### config.mk
export PLATFORM = sky130hd
export DESIGN_NAME = pgPartitionUnit
export DESIGN_NICKNAME = d
export VERILOG_FILES = /design/src/rtl/pgPkg.sv /design/src/rtl/pgRegCtrl.sv /design/src/rtl/pgPartDatapath.sv /design/src/rtl/pgPartitionUnit.sv
export SDC_FILE = /design/constraint.sdc
export NUM_CORES = 1
export LEC_CHECK = 0
export BUFFER_PORTS_ARGS = -buffer_cell sky130_fd_sc_hd__buf_2
export CORE_ASPECT_RATIO = 0.9
export CORE_UTILIZATION = 45
export DETAILED_ROUTE_END_ITERATION = 8
export HOLD_SLACK_MARGIN = 0.05
export PLACE_DENSITY_LB_ADDON = 0.08
export SYNTH_ARGS = -nofsm -noshare
export SYNTH_HDL_FRONTEND = slang
export SYNTH_HIERARCHICAL = 1
export SYNTH_SLANG_ARGS = --single-unit
### constraint.sdc
create_clock -name clk -period 2.8 [get_ports clk]
set_input_delay 0.7 -clock clk [delete_from_list [all_inputs] [get_ports clk]]
set_output_delay 0.7 -clock clk [all_outputs]
set_load 0.01 [all_outputs]
### src/rtl/pgPkg.sv
package pgPkg;
  localparam int PG_MAX_PARTS = 32;
  localparam int PG_IDX_W     = 8;
  localparam int PG_START_BIT = 8;

  localparam logic [11:0] OFS_TOGGLE = 12'h030;
  localparam logic [11:0] OFS_UNCLAMP = 12'h034;
  localparam logic [11:0] OFS_STATUS = 12'h038;

  typedef struct packed {
    logic [PG_MAX_PARTS-1:0] toggle;
    logic [PG_MAX_PARTS-1:0] clampOff;
  } pgStrobes_t;
endpackage

### src/rtl/pgRegCtrl.sv
module pgRegCtrl
  import pgPkg::*;
#(
  parameter int NUM_PARTS = 16,
  parameter int ADDR_W    = 12,
  parameter int SWAP_A    = 3,
  parameter int SWAP_B    = 4
) (
  input  logic [ADDR_W-1:0]    regAddr,
  input  logic                 regWrEn,
  input  logic [31:0]          regWrData,
  input  logic [NUM_PARTS-1:0] statusVec,
  output pgStrobes_t           strobes,
  output logic [31:0]          regRdData
);
  logic toggleHit, unclampHit;
  int unsigned idxVal;

  assign toggleHit  = regWrEn && (regAddr == ADDR_W'(OFS_TOGGLE)) && regWrData[PG_START_BIT];
  assign unclampHit = regWrEn && (regAddr == ADDR_W'(OFS_UNCLAMP));
  assign idxVal     = 32'(regWrData[PG_IDX_W-1:0]);

  for (genvar i = 0; i < PG_MAX_PARTS; i++) begin : gStrobe
    if (i < NUM_PARTS) begin : gLive
      localparam int SRC = (i == SWAP_A) ? SWAP_B : ((i == SWAP_B) ? SWAP_A : i);
      assign strobes.toggle[i]   = toggleHit && (idxVal == i);
      assign strobes.clampOff[i] = unclampHit && regWrData[SRC];
    end else begin : gDead
      assign strobes.toggle[i]   = 1'b0;
      assign strobes.clampOff[i] = 1'b0;
    end
  end

  always_comb begin
    regRdData = '0;
    if (regAddr == ADDR_W'(OFS_STATUS)) regRdData[NUM_PARTS-1:0] = statusVec;
  end
endmodule

### src/rtl/pgPartDatapath.sv
module pgPartDatapath
  import pgPkg::*;
#(
  parameter int NUM_PARTS     = 16,
  parameter int SETTLE_CYCLES = 8
) (
  input  logic                 clk,
  input  logic                 rstN,
  input  pgStrobes_t           strobes,
  output logic [NUM_PARTS-1:0] pwrEn,
  output logic [NUM_PARTS-1:0] clampEn,
  output logic [NUM_PARTS-1:0] statusVec
);
  localparam int CNT_W = $clog2(SETTLE_CYCLES + 1);
  localparam logic [CNT_W-1:0] CNT_LAST = CNT_W'(SETTLE_CYCLES - 1);

  for (genvar i = 0; i < NUM_PARTS; i++) begin : gPart
    logic [CNT_W-1:0] settleCnt;

    always_ff @(posedge clk) begin
      if (!rstN) begin
        pwrEn[i]     <= 1'b0;
        statusVec[i] <= 1'b0;
        clampEn[i]   <= 1'b1;
        settleCnt    <= '0;
      end else if (strobes.toggle[i]) begin
        settleCnt <= '0;
        if (pwrEn[i]) begin
          pwrEn[i]     <= 1'b0;
          statusVec[i] <= 1'b0;
          clampEn[i]   <= 1'b1;
        end else begin
          pwrEn[i] <= 1'b1;
        end
      end else begin
        if (pwrEn[i] && !statusVec[i]) begin
          if (settleCnt == CNT_LAST) statusVec[i] <= 1'b1;
          else settleCnt <= settleCnt + 1'b1;
        end
        if (strobes.clampOff[i] && statusVec[i]) clampEn[i] <= 1'b0;
      end
    end
  end
endmodule

### src/rtl/pgPartitionUnit.sv
module pgPartitionUnit
  import pgPkg::*;
#(
  parameter int NUM_PARTS     = 16,
  parameter int ADDR_W        = 12,
  parameter int SETTLE_CYCLES = 8,
  parameter int SWAP_A        = 3,
  parameter int SWAP_B        = 4
) (
  input  logic                 clk,
  input  logic                 rstN,
  input  logic [ADDR_W-1:0]    regAddr,
  input  logic                 regWrEn,
  input  logic [31:0]          regWrData,
  output logic [31:0]          regRdData,
  output logic [NUM_PARTS-1:0] pwrEn,
  output logic [NUM_PARTS-1:0] clampEn
);
  pgStrobes_t strobes;
  logic [NUM_PARTS-1:0] statusVec;

  pgRegCtrl #(
    .NUM_PARTS(NUM_PARTS), .ADDR_W(ADDR_W), .SWAP_A(SWAP_A), .SWAP_B(SWAP_B)
  ) uCtrl (
    .regAddr(regAddr), .regWrEn(regWrEn), .regWrData(regWrData),
    .statusVec(statusVec), .strobes(strobes), .regRdData(regRdData)
  );

  pgPartDatapath #(
    .NUM_PARTS(NUM_PARTS), .SETTLE_CYCLES(SETTLE_CYCLES)
  ) uPath (
    .clk(clk), .rstN(rstN), .strobes(strobes),
    .pwrEn(pwrEn), .clampEn(clampEn), .statusVec(statusVec)
  );
endmodule

==> flow_summary.toml <==
[placement]
routabilityCongestion = 0.783
numPlacedInstances = 938
io_buffers = 78
hpwl_um = 9660
place_area_um2 = 6460
dp_slack_ns = 0.0595

[cells_and_area]
drive_gt1_share_pct = 19.2
fin_util_pct = 53.3
area_growth_pct = 15.8
final_nets = 848
diodes = 0
fin_cells = 954
fin_area_um2 = 6760

[routing]
ant_nets = 0
viasPerCell = 5.50
wl_met2_um = 6190
drc_errors = 0
wl_per_cell_um = 14.1
drt_iter0_drc = 418
wl_met3_um = 635
wl_um = 13500
first_pass_iters = 5
drt-met1-wl_um = 6480
via_count = 5247
dr.max_layer_used = "met4"

[status]
run_status = "finished clean"

[floorplan]
core_um2 = 12700
fp.dieH_um = 110
die_w_um = 122
pin_count = 111
std_cell_rows = 39
dieArea_um2 = 13400
start_util_pct = 46.0

[worst_setup_path]
endpoint_kind = "primary output"
cp.arrival_ns = 1.87
required_ns = 2.10
rr_worst_depth = 4
crit_path_start_kind = "input port"
critPathKind = "in -> out"
cp_max_fo = 32

[timing]
rsz0062_at_grt = "no"
setup_viol_count_final = 0
skew_ns = 0.00531
drv_slew = 0
worst_pin_slew_ns = 0.500
final_hold_viol_count = 0
post-route-min-period_ns = 2.57
tns_ns = 0
worst_slack_ns = 0.229
slew_headroom_pct = 66.7
max_freq_ghz = 0.389
timing.final.crit_share_pct = 91.8
whs_ns = 0.494

[grt]
grt_pass1_wl_um = 22100
grt_pass1_vias = 4710
grt_max_degree = 33
grt_overflow = 0
grt_use_total_pct = 20.8
antenna_found_initial = 0

[clock_tree]
root_buffer = "clkbuf_16"
clk_latency_ns = 0.35
htree_num_levels = 3
cts_hold_buffers = 0
clk_pin_slew_ns = 0.07
cts.sinks = 112
postCtsSetupRepairBufs = 0
cts_buffers = 9
cts_tree = "built"
clockBufferDepth = 2
cts_resized = 0

[pwr]
internal_power_mw = 2.37
sw_frac_of_total_pct = 21.7
combPwrFrac_pct = 4.2
seq_power_share_pct = 52.6
power_mw = 3.03
switchingPower_mw = 0.657
leakagePower_nw = 2.73
clkPwrFrac_pct = 43.2
pwr_density_cell_nw_per_um2 = 448
ir_drop_mv = 0.286

[synthesis]
ys_warn_count = 6
syn_area_um2 = 5840
synthCells = 691
avgSynthCellArea_um2 = 8.45

[worst_hold_path]
min_path_type = "reg -> reg"
hold_depth = 2

[run]
cap_violations = 0
power groups by stage:
stage	combinational, mW	sequential [mW]	clock, mW
after floorplan	0.0890	1.63	0
after global placement	0.125	1.63	0
after detailed placement	0.126	1.63	0
after CTS	0.126	1.59	1.35
after global routing	0.142	1.59	1.42
final	0.128	1.59	1.31
cells in the final DEF, fill, tap and decap left out, drive strengths merged:
master,n
dfxtp,112
buf,103
a21oi,92
o21ai,64
nand2,51
nor2,42
nand3,40
nand2b,37
and3b,31
nor4,24
nor3,22
nand3b,18
or4,18
nor2b,17
or3,17
conb,16
xor2,16
and2,16
ha,16
clkbuf,13
and4,9
clkinv,2
inv,2
a41o,2
and3,2
mux2i,2
bufinv,1
and4bb,1
nor4b,1
nand4,1
or3b,1
nand4b,1
per-layer routing:
| metal | global-route usage [%] | up-vias |
|---|---|---|
| met1 | 27.3 | 2460 |
| met5 | 0 | - |
| met2 | 34.2 | 110 |
| li1 | - | 2659 |
| met3 | 4.48 | 18 |
| met4 | 6.10 | 0 |
area by class of cell:
class / count / area (um^2)
inverter: 2 / 7.51
fill: 1227 / 5930
sequential: 112 / 2240
multi-input combinational: 557 / 3410
clock buffer: 13 / 260
timing repair buffer: 103 / 591
tap: 164 / 205
clock inverter: 3 / 40.0
final timing paths:
check	start	to	slack, ns
worst max-delay path	regAddr[1]	regRdData[3]	0.23
worst min-delay path	uPath/gPart[9].settleCnt[1]	uPath/gPart[9].settleCnt[1]	0.49
worst max register to register	uPath/gPart[2].settleCnt[0]	uPath/gPart[2].settleCnt[3]	1.27
worst min register to register	uPath/gPart[9].settleCnt[1]	uPath/gPart[9].settleCnt[1]	0.49
critical path: stages:
cell and delay, ns:
buf_2 0.11, nor4_4 0.38, nand2_2 0.12, buf_12 0.19, nor2_1 0.19, buf_2 0.17
sequential cells by signal, summed over array words and instances, names as in the netlist:
register               count
uPath/pwrEn               16
uPath/statusVec           16
uPath/clampEn             16
uPath/gPart.settleCnt     64
Note: power is estimated with default switching activity, not from simulation.
